File: src/rtl/nseq_pkg.sv
package nseq_pkg;

    typedef enum logic {
        ST_IDLE = 1'b0,
        ST_RUN  = 1'b1
    } seq_state_e;

    // cycles one layer occupies in the forward pass
    function automatic int stage_cycles(input int fanin, input int mac_lat, input int act_lat);
        return fanin * mac_lat + act_lat;
    endfunction

    // offset at which layer `layer` receives its input
    function automatic int layer_in_at(input int layer, input int stage);
        return layer * stage;
    endfunction

    // offset of the first backward cycle owned by layer `layer`
    function automatic int bwd_at(input int layer, input int layers, input int stage, input int bp_lat);
        return layers * stage + (layers - 1 - layer) * bp_lat;
    endfunction

    // final offset of an iteration
    function automatic int last_at(input int layers, input int stage, input int bp_lat, input bit train);
        return train ? layers * stage + layers * bp_lat : layers * stage;
    endfunction

    function automatic int width_for(input int value);
        return (value < 2) ? 1 : $clog2(value + 1);
    endfunction

endpackage

File: src/rtl/nseq_timer.sv
module nseq_timer #(
    parameter int LAYERS  = 3,
    parameter int FANIN   = 4,
    parameter int MAC_LAT = 1,
    parameter int ACT_LAT = 5,
    parameter int BP_LAT  = 6,
    parameter int CW      = 6
) (
    input  logic          clk,
    input  logic          rst,
    input  logic          start_i,
    input  logic          train_mode_i,
    output logic          active_o,
    output logic          train_o,
    output logic [CW-1:0] cnt_o,
    output logic          done_o
);
    import nseq_pkg::*;

    localparam int STAGE   = stage_cycles(FANIN, MAC_LAT, ACT_LAT);
    localparam int END_TR  = last_at(LAYERS, STAGE, BP_LAT, 1'b1);
    localparam int END_INF = last_at(LAYERS, STAGE, BP_LAT, 1'b0);

    seq_state_e    state_q;
    logic [CW-1:0] cnt_q;
    logic          train_q;
    logic [CW-1:0] last_cnt;
    logic          running;

    always_comb begin
        running  = (state_q == ST_RUN);
        active_o = !rst && (running || start_i);
        cnt_o    = running ? cnt_q : '0;
        train_o  = running ? train_q : train_mode_i;
        last_cnt = train_o ? CW'(END_TR) : CW'(END_INF);
        done_o   = active_o && (cnt_o == last_cnt);
    end

    always_ff @(posedge clk) begin
        if (rst) begin
            state_q <= ST_IDLE;
            cnt_q   <= '0;
            train_q <= 1'b0;
        end else if (active_o) begin
            if (!running) begin
                train_q <= train_mode_i;
            end
            if (done_o) begin
                state_q <= ST_IDLE;
                cnt_q   <= '0;
            end else begin
                state_q <= ST_RUN;
                cnt_q   <= cnt_o + CW'(1);
            end
        end
    end

endmodule

File: src/rtl/nseq_fwd_dec.sv
module nseq_fwd_dec #(
    parameter int LAYERS  = 3,
    parameter int FANIN   = 4,
    parameter int MAC_LAT = 1,
    parameter int ACT_LAT = 5,
    parameter int CW      = 6
) (
    input  logic              active_i,
    input  logic              train_i,
    input  logic [CW-1:0]     cnt_i,
    output logic [LAYERS-1:0] fwd_en_o,
    output logic [LAYERS-1:0] act_en_o,
    output logic [LAYERS-1:0] eta_en_o,
    output logic [LAYERS-1:0] deriv_en_o
);
    import nseq_pkg::*;

    localparam int STAGE   = stage_cycles(FANIN, MAC_LAT, ACT_LAT);
    localparam int MAC_SPAN = FANIN * MAC_LAT;

    for (genvar g = 0; g < LAYERS; g++) begin : g_layer
        localparam int IN_AT  = layer_in_at(g, STAGE);
        localparam int ACT_AT = IN_AT + MAC_SPAN;
        localparam int OUT_AT = layer_in_at(g + 1, STAGE);

        logic at_in, at_act, at_out;

        always_comb begin
            at_in  = active_i && (cnt_i == CW'(IN_AT));
            at_act = active_i && (cnt_i == CW'(ACT_AT));
            at_out = active_i && (cnt_i == CW'(OUT_AT));
        end

        assign fwd_en_o[g]   = at_in;
        assign act_en_o[g]   = at_act;
        assign eta_en_o[g]   = at_in && train_i;
        assign deriv_en_o[g] = at_out && train_i;
    end

endmodule

File: src/rtl/nseq_bp_sched.sv
module nseq_bp_sched #(
    parameter int LAYERS = 3,
    parameter int STAGE  = 9,
    parameter int BP_LAT = 6,
    parameter int CW     = 6,
    parameter int SW     = 2
) (
    input  logic              active_i,
    input  logic              train_i,
    input  logic [CW-1:0]     cnt_i,
    output logic [LAYERS-1:0] bp_en_o,
    output logic [SW-1:0]     bp_sel_o,
    output logic              bp_sel_valid_o
);
    import nseq_pkg::*;

    logic [LAYERS-1:0] owns;

    for (genvar g = 0; g < LAYERS; g++) begin : g_win
        localparam int LO = bwd_at(g, LAYERS, STAGE, BP_LAT);
        localparam int HI = LO + BP_LAT;

        logic live;
        assign live       = active_i && train_i;
        assign owns[g]    = live && (cnt_i >= CW'(LO)) && (cnt_i < CW'(HI));
        assign bp_en_o[g] = live && (cnt_i == CW'(LO));
    end

    always_comb begin
        bp_sel_o = '0;
        for (int l = 0; l < LAYERS; l++) begin
            if (owns[l]) begin
                bp_sel_o = SW'(l);
            end
        end
        bp_sel_valid_o = |owns;
    end

endmodule

File: src/rtl/nseq_ctrl.sv
module nseq_ctrl #(
    parameter int LAYERS  = 3,
    parameter int FANIN   = 4,
    parameter int MAC_LAT = 1,
    parameter int ACT_LAT = 5,
    parameter int BP_LAT  = 6,
    localparam int SW     = (LAYERS > 1) ? $clog2(LAYERS) : 1
) (
    input  logic              clk,
    input  logic              rst,
    input  logic              start_i,
    input  logic              train_mode_i,
    output logic [LAYERS-1:0] fwd_en_o,
    output logic [LAYERS-1:0] act_en_o,
    output logic [LAYERS-1:0] eta_en_o,
    output logic [LAYERS-1:0] deriv_en_o,
    output logic [LAYERS-1:0] bp_en_o,
    output logic [SW-1:0]     bp_sel_o,
    output logic              bp_sel_valid_o,
    output logic              done_o
);
    import nseq_pkg::*;

    localparam int STAGE = stage_cycles(FANIN, MAC_LAT, ACT_LAT);
    localparam int CW    = width_for(last_at(LAYERS, STAGE, BP_LAT, 1'b1));

    logic          active;
    logic          train;
    logic [CW-1:0] cnt;

    nseq_timer #(
        .LAYERS(LAYERS), .FANIN(FANIN), .MAC_LAT(MAC_LAT),
        .ACT_LAT(ACT_LAT), .BP_LAT(BP_LAT), .CW(CW)
    ) u_timer (
        .clk(clk), .rst(rst), .start_i(start_i), .train_mode_i(train_mode_i),
        .active_o(active), .train_o(train), .cnt_o(cnt), .done_o(done_o)
    );

    nseq_fwd_dec #(
        .LAYERS(LAYERS), .FANIN(FANIN), .MAC_LAT(MAC_LAT),
        .ACT_LAT(ACT_LAT), .CW(CW)
    ) u_fwd (
        .active_i(active), .train_i(train), .cnt_i(cnt),
        .fwd_en_o(fwd_en_o), .act_en_o(act_en_o),
        .eta_en_o(eta_en_o), .deriv_en_o(deriv_en_o)
    );

    nseq_bp_sched #(
        .LAYERS(LAYERS), .STAGE(STAGE), .BP_LAT(BP_LAT), .CW(CW), .SW(SW)
    ) u_bp (
        .active_i(active), .train_i(train), .cnt_i(cnt),
        .bp_en_o(bp_en_o), .bp_sel_o(bp_sel_o), .bp_sel_valid_o(bp_sel_valid_o)
    );

endmodule

File: config.mk
export PLATFORM = sky130hd
export DESIGN_NAME = nseq_ctrl
export DESIGN_NICKNAME = d
export VERILOG_FILES = /design/src/rtl/nseq_pkg.sv /design/src/rtl/nseq_timer.sv /design/src/rtl/nseq_fwd_dec.sv /design/src/rtl/nseq_bp_sched.sv /design/src/rtl/nseq_ctrl.sv
export SDC_FILE = /design/constraint.sdc
export NUM_CORES = 1
export LEC_CHECK = 0
export CAP_MARGIN = 20
export CORE_MARGIN = 4
export CORE_UTILIZATION = 35
export CTS_CLUSTER_DIAMETER = 40
export DETAILED_ROUTE_END_ITERATION = 7
export DONT_BUFFER_PORTS = 1
export GPL_TIMING_DRIVEN = 0
export PLACE_DENSITY = 0.61
export SLEW_MARGIN = 25
export SYNTH_ARGS = -nofsm -noshare
export SYNTH_HDL_FRONTEND = slang
export SYNTH_HIERARCHICAL = 1
export SYNTH_SLANG_ARGS = --single-unit
File: constraint.sdc
create_clock -name clk -period 3.1 [get_ports clk]
set_input_delay 0.93 -clock clk [delete_from_list [all_inputs] [get_ports clk]]
set_output_delay 0.93 -clock clk [all_outputs]
set_load 0.02 [all_outputs]
==> PnR_summary.wiki, run 1 <==
{| class="wikitable"
! Metric !! Value
|-
| Outcome || finished clean
|-
| Final #Nets || 125
|-
| Sequential share of the synthesized area || 0.192
|-
| Clock-pin slew on the worst setup and hold paths || 0.05 ns
|-
| Die width || 56.8 µm
|-
| Data arrival time of the critical path || between 2 and 2.5 ns
|-
| Post-route minimum period || about 3 ns
|-
| First-iteration detailed-routing DRC count || 32
|-
| Wire length after detailed routing || 2080 µm
|-
| Class of the tightest hold or removal check || register to register
|-
| Count of boundary I/O pins || 23
|-
| TritonCTS Buffers || 3
|-
| Setup WS pre-CTS || -0.0438 ns
|-
| First-pass GRT wire length || approximately 3500 µm
|-
| Highest-count cells in the layout ignoring fill and taps || sky130_fd_sc_hd__nor2_1 (13), sky130_fd_sc_hd__buf_4 (9), sky130_fd_sc_hd__nand2_1 (8), sky130_fd_sc_hd__dfxtp_1 (8), sky130_fd_sc_hd__nand3_1 (6)
|-
| Antenna diode count || 0
|-
| Post-route non-filler standard cell count || 146
|-
| Number of nets with antenna violations after detailed routing || 0
|-
| Max-capacitance violation count || 0
|-
| Count of warnings emitted by yosys || 6
|-
| Wirelength per Cell || 14.3 µm
|-
| Setup ws final || a little over 0.05 ns
|-
| Clock Root Buffer || sky130_fd_sc_hd__clkbuf_4
|-
| Unrepaired setup endpoints after global routing || yes
|-
| IO buf count || 0
|-
| Area growth from synthesis to layout || 16.2%
|-
| Peak ir drop on the vdd network || 243 µV
|-
| Total die area || ~3200 µm²
|-
| Half-perimeter wire length of the detailed placement result || 1530 µm
|-
| Worst-skew pair later-pin latency || 0.25 ns
|-
| Max Root-Sink Buffers || 2
|-
| Vias after detailed routing || 828
|-
| Commonest register cell after synthesis || sky130_fd_sc_hd__dfxtp_1
|-
| Router iterations before antenna repair || 4
|-
| Synth Register Bits || 8
|-
| Slew at the pin closest to its max-slew limit || roughly 0.9 ns
|-
| Critical path required time || 2.17 ns
|-
| Total of hold buffers inserted after clock tree synthesis || 0
|-
| TritonCTS clock tree || built
|-
| Power density over the cells || 246 nW/µm²
|-
| GRT Resource Usage Total || 0.134
|-
| Placed instance count || 143
|-
| Cells after Synth || 115
|-
| Synthesized netlist net count || 120
|-
| Remaining max-slew budget at the tightest pin || 0.410
|-
| Final weighted congestion in routability-driven placement || 0.865
|-
| Worst hold slack || 0.528 ns
|-
| Count of fill cells added during filler insertion || 230
|-
| Endpoint kind of the worst setup timing path || output pin
|-
| Period utilization || 0.984
|-
| Cell area after synthesis || 832 µm²
|-
| Count of endpoints failing setup in the final report || 0
|-
| Final hold violation count || 0
|-
| Overall die height || between 50 and 60 µm
|-
| Share of flip-flops with an asynchronous set or reset || 0
|-
| Upper clock frequency limit || around 0.33 GHz
|-
| Layout Skew || 0.00115 ns
|-
| Syn_area_per_cell || 7.24 µm²
|-
| Pins Over Slew Limit || 0
|-
| Element type at the critical path start || input port
|-
| Critical path class || input port to output pin
|-
| Vias in the first global route || 791
|-
| Number of antenna violations at the first check in global routing || 0
|-
| EDFF count, synth || 0
|-
| Worst Path Max Fanout || 10
|-
| TritonCTS sink count || 8
|-
| Share of layout cells above drive strength 1 || 0.347
|-
| Core area || about 2200 µm²
|-
| Overflow left after global routing || 0
|-
| Static leakage power || 0.324 nW
|-
| DRC Markers || 0
|-
| Initial cell density of the core || 0.373
|-
| Post-synth cell types || 40
|-
| H-Tree Level Count || 1
|-
| Std-Cell Rows || 17
|-
| Commonest non-fill, non-tap cell in the layout || sky130_fd_sc_hd__nor2_1
|-
| Maximum number of pins on one net before global-route repair || 15
|-
| DR vias/cell || 5.67
|}
[where the power goes]
part           switching, W  internal [W]   total, W
clock network     0.0000342     0.0000442  0.0000784
registers        0.00000400      0.000107   0.000111
logic             0.0000298     0.0000190  0.0000488
[critical path: stages]
cell	delay, ns
sky130_fd_sc_hd__buf_6	0.12
sky130_fd_sc_hd__nor2_4	0.10
sky130_fd_sc_hd__buf_4	0.12
sky130_fd_sc_hd__nand4b_1	0.14
sky130_fd_sc_hd__nor4_1	0.70
[layout make-up]
type                            instances  area, µm²  share of cell area
Inverter                                3       11.3              0.0116
Multi-Input combinational cell         90        633               0.655
Clock buffer                            3       22.5              0.0233
Sequential cell                         8        160               0.166
Buffer                                 13       97.6               0.101
Tap cell                               28       35.0              0.0362
Timing Repair Buffer                    1       7.51             0.00776
[worst paths after layout]
path	startpoint	end	slack, ns	cells after the start
max	rst	bp_en_o[1]	0.05	5
min	u_timer/cnt_q[5]	u_timer/cnt_q[5]	0.53	2
max reg2reg	u_timer/running	u_timer/cnt_q[2]	1.29	6
min reg2reg	u_timer/cnt_q[5]	u_timer/cnt_q[5]	0.53	2
[synth_stat cells (3+ instances only)]
library cell	instances	area, µm²
sky130_fd_sc_hd__a21oi_1	5	25.0
sky130_fd_sc_hd__and2_1	5	31.3
sky130_fd_sc_hd__buf_4	9	67.6
sky130_fd_sc_hd__dfxtp_1	8	160
sky130_fd_sc_hd__inv_1	3	11.3
sky130_fd_sc_hd__nand2_1	8	30.0
sky130_fd_sc_hd__nand3_1	6	30.0
sky130_fd_sc_hd__nand4b_1	5	43.8
sky130_fd_sc_hd__nor2_1	19	71.3
sky130_fd_sc_hd__nor3_1	5	25.0
sky130_fd_sc_hd__nor4_1	4	25.0
sky130_fd_sc_hd__o21ai_0	4	20.0
[flip-flops by register name, indices dropped and copies added (netlist names)]
signal           count
u_timer/train_q      1
u_timer/running      1
u_timer/cnt_q        6
[per-stage QoR]
stage	utilization	total power (W)	area (µm²)	TNS, ns
2_1_floorplan	-	0.000149	861	0
3_3_place_gp	0.401	0.000156	896	-0.0198
3_5_place_dp	0.401	0.000158	896	-0.0727
4_1_cts	0.417	0.000239	931	0
5_1_grt	0.433	0.000254	967	-0.0536
6_report	0.433	0.000238	967	0
[cell families (layout without fill, tap and decap cells)]
| family | count (synthesis) | after routing | synth area share |
|---|---|---|---|
| adder cells (fa/ha/maj) | 1 | 1 | 0.0150 |
| buffers and inverters | 17 | 20 | 0.129 |
| XOR/XNOR | 1 | 1 | 0.0105 |
| AND/OR/NAND/NOR | 69 | 69 | 0.487 |
| flip-flops | 8 | 8 | 0.192 |
| multiplexers | 2 | 2 | 0.0256 |
| AO/OA/AOI/OAI | 17 | 17 | 0.140 |
[repair_timing]
action | 4_1_cts | 5_1_grt
gates resized for setup | 6 | 13
setup buffers | 1 | 0
endpoints found under the setup margin | 9 | 11
pin swaps | 2 | 2
[routing by layer]
metal | track usage | vias to the layer above | part of all wire
met2 | 0.228 | 29 | 0.53
met3 | 0.0414 | 0 | 0.070
met5 | 0 | - | 0
li1 | - | 416 | -
met1 | 0.156 | 383 | 0.40
met4 | 0.0464 | 0 | 0
(Power assumes the default switching activity.)
==> run 2, diff against run 1 <==
Settings changed: CORE_ASPECT_RATIO set to 1.25.
==> PnR_summary.wiki, run 2 (same netlist as run 1, synthesis figures left out) <==
{| class="wikitable"
! Metric !! Value
|-
| Remaining max-slew budget at the tightest pin || 0.392
|-
| Commonest non-fill, non-tap cell in the layout || sky130_fd_sc_hd__nor2_1
|-
| Placed instance count || 146
|-
| Sequential Power Share || 0.446
|-
| Half-perimeter wire length of the detailed placement result || 1490 µm
|-
| Element type at the critical path start || register
|-
| TritonCTS clock tree || built
|-
| Register-to-register path setup slack || between 1 and 1.5 ns
|-
| Class of the tightest hold or removal check || register to register
|-
| Total die area || 3230 µm²
|-
| Delay of the slowest cell on the worst path || approximately 0.55 ns
|-
| Sw power || 0.0000741 W
|-
| Share of total power in the clock network || 0.350
|-
| DR vias/cell || ~5.6
|-
| Area growth from synthesis to layout || 16.4%
|-
| Post-route non-filler standard cell count || 151
|-
| GRT Resource Usage Total || 0.141
|-
| Pins Over Slew Limit || 0
|-
| Overall die height || 62.5 µm
|-
| Cell depth of the worst min-delay path || 2
|-
| Largest reg by FF count || u_timer/cnt_q
|-
| Maximum number of pins on one net before global-route repair || 15
|-
| Kind of cell adding the most delay to the critical path || simple AND/OR/NAND/NOR gates
|-
| Post-route minimum period || roughly 3.0 ns
|-
| Core area || ~2200 µm²
|-
| Setup ws final || 0.0662 ns
|-
| Upper clock frequency limit || 0.330 GHz
|-
| Final weighted congestion in routability-driven placement || roughly 0.85
|-
| Count of endpoints failing setup in the final report || 0
|-
| Vias in the first global route || 811
|-
| Wirelength per Cell || 13.7 µm
|-
| DRC Markers || 0
|-
| Unrepaired setup endpoints after global routing || yes
|-
| Vias after detailed routing || 853
|-
| Worst reg2reg path startpoint || u_timer/running
|-
| Worst hold slack || 0.521 ns
|-
| Total of hold buffers inserted after clock tree synthesis || 0
|-
| Final #Nets || 127
|-
| Die width || 51.6 µm
|-
| Slew at the pin closest to its max-slew limit || 0.904 ns
|-
| Critical hold path startpoint || u_timer/cnt_q[5]
|-
| Static leakage power || 0.336 nW
|-
| Clock Root Buffer || sky130_fd_sc_hd__clkbuf_4
|-
| Number of flip-flops in the largest register || 6
|-
| Outcome || finished clean
|-
| Wire length after detailed routing || 2070 µm
|-
| Worst Path Max Fanout || 10
|-
| Share of layout cells above drive strength 1 || 0.317
|-
| TritonCTS Buffers || 3
|-
| Number of antenna violations at the first check in global routing || 0
|-
| Capture point of the worst reg-to-reg path || u_timer/cnt_q[2]
|-
| Setup WS pre-CTS || -0.0351 ns
|-
| H-Tree Level Count || 1
|-
| Peak ir drop on the vdd network || about 170 µV
|-
| IO buf count || 0
|-
| Layout Skew || 0.00128 ns
|-
| Number of nets with antenna violations after detailed routing || 0
|-
| Switching Fraction || 0.299
|-
| Count of boundary I/O pins || 23
|-
| Std-Cell Rows || 19
|-
| Final hold violation count || 0
|-
| Period utilization || 0.979
|-
| TritonCTS sink count || 8
|-
| Cell-internal power || 0.000173 W
|-
| Initial cell density of the core || 0.372
|-
| Endpoint kind of the worst setup timing path || output pin
|-
| Critical path class || register to output pin
|-
| Critical path required time || about 2.2 ns
|-
| Max Root-Sink Buffers || 2
|-
| Critical path's slowest cell || sky130_fd_sc_hd__or4b_4
|-
| Depth of the worst register-to-register path || 7
|-
| Utilization of the core after routing || 0.433
|-
| Worst hold endpoint || u_timer/cnt_q[5]
|-
| Crit path buf inv count || 3
|-
| Highest-count cells in the layout ignoring fill and taps || sky130_fd_sc_hd__nor2_1 (14), sky130_fd_sc_hd__buf_4 (11), sky130_fd_sc_hd__nand2_1 (8), sky130_fd_sc_hd__dfxtp_1 (8), sky130_fd_sc_hd__nand3_1 (6)
|-
| First-pass GRT wire length || 3620 µm
|-
| Router iterations before antenna repair || 4
|-
| Cells along the critical path || clkbuf_2 -> and2_1 -> buf_2 -> or4b_4 -> nor2_4 -> buf_4
|-
| Clock-pin slew on the worst setup and hold paths || 0.06 ns
|-
| Combinational share of power || 0.204
|-
| Antenna diode count || 0
|-
| Max-capacitance violation count || 0
|-
| First-iteration detailed-routing DRC count || 17
|-
| Power density over the cells || 255 nW/µm²
|-
| Data arrival time of the critical path || 2.10 ns
|-
| Overflow left after global routing || 0
|-
| Worst-skew pair later-pin latency || 0.26 ns
|}
-- run 2: changes by cell type in the layout (fill, tap and decap cells not counted), sizes merged --
cell / before / now
buf: 13 / 15
-- run 2: layout make-up --
class | instances | area, µm²
Buffer | 13 | 106
Clock buffer | 3 | 22.5
Fill cell | 251 | 1270
Inverter | 3 | 11.3
Multi-Input combinational cell | 90 | 607
Sequential cell | 8 | 160
Tap cell | 31 | 38.8
Timing Repair Buffer | 3 | 22.5
-- run 2: what timing repair did --
action,4_1_cts,5_1_grt
setup endpoints to repair,11,10
pin swaps,0,3
setup buffers,0,3
gates resized for setup,4,12
-- run 2: through the flow --
stage                      TNS, ns  power, W  cell area, µm²
final                            0  0.000247             968
after global routing       -0.0172  0.000259             968
after CTS                  -0.0270  0.000241             922
after detailed placement   -0.0426  0.000157             900
after global placement    -0.00326  0.000156             900
after floorplan                  0  0.000149             861
-- run 2: metal layers --
| layer | vias to the layer above | GRT usage | routed length [µm] |
|---|---|---|---|
| li1 | 418 | - | - |
| met1 | 406 | 0.166 | 869 |
| met2 | 24 | 0.244 | 1040 |
| met3 | 5 | 0.0215 | 119 |
| met4 | 0 | 0.0590 | 42 |
| met5 | - | 0 | 0 |
-- run 2: worst reg2reg max path: stages (launching register included) --
cell,delay (ns)
sky130_fd_sc_hd__dfxtp_1,0.33
sky130_fd_sc_hd__clkbuf_2,0.21
sky130_fd_sc_hd__inv_2,0.10
sky130_fd_sc_hd__nor2_4,0.22
sky130_fd_sc_hd__ha_1,0.29
sky130_fd_sc_hd__mux2i_1,0.09
sky130_fd_sc_hd__or3_2,0.42
sky130_fd_sc_hd__o41ai_2,0.06
-- run 2: worst max-delay path by stage --
| stage | startpoint | end | slack, ns | cells after the start |
|---|---|---|---|---|
| final | u_timer/running | eta_en_o[1] | 0.07 | 6 |
| after global routing | u_timer/running | eta_en_o[1] | -0.02 | 6 |
| after CTS | u_timer/running | eta_en_o[1] | -0.02 | 7 |
| after detailed placement | rst | act_en_o[0] | -0.04 | 6 |
| after global placement | rst | act_en_o[0] | -0.003 | 6 |
| after floorplan | rst | act_en_o[0] | 0.03 | 6 |
-- run 2: power groups by stage --
stage	Clock (W)	Combinational [W]	Sequential [W]
2_1_floorplan	0	0.0000378	0.000112
3_3_place_gp	0	0.0000433	0.000113
3_5_place_dp	0	0.0000444	0.000113
4_1_cts	0.0000867	0.0000435	0.000110
5_1_grt	0.0000918	0.0000561	0.000111
6_report	0.0000866	0.0000504	0.000110
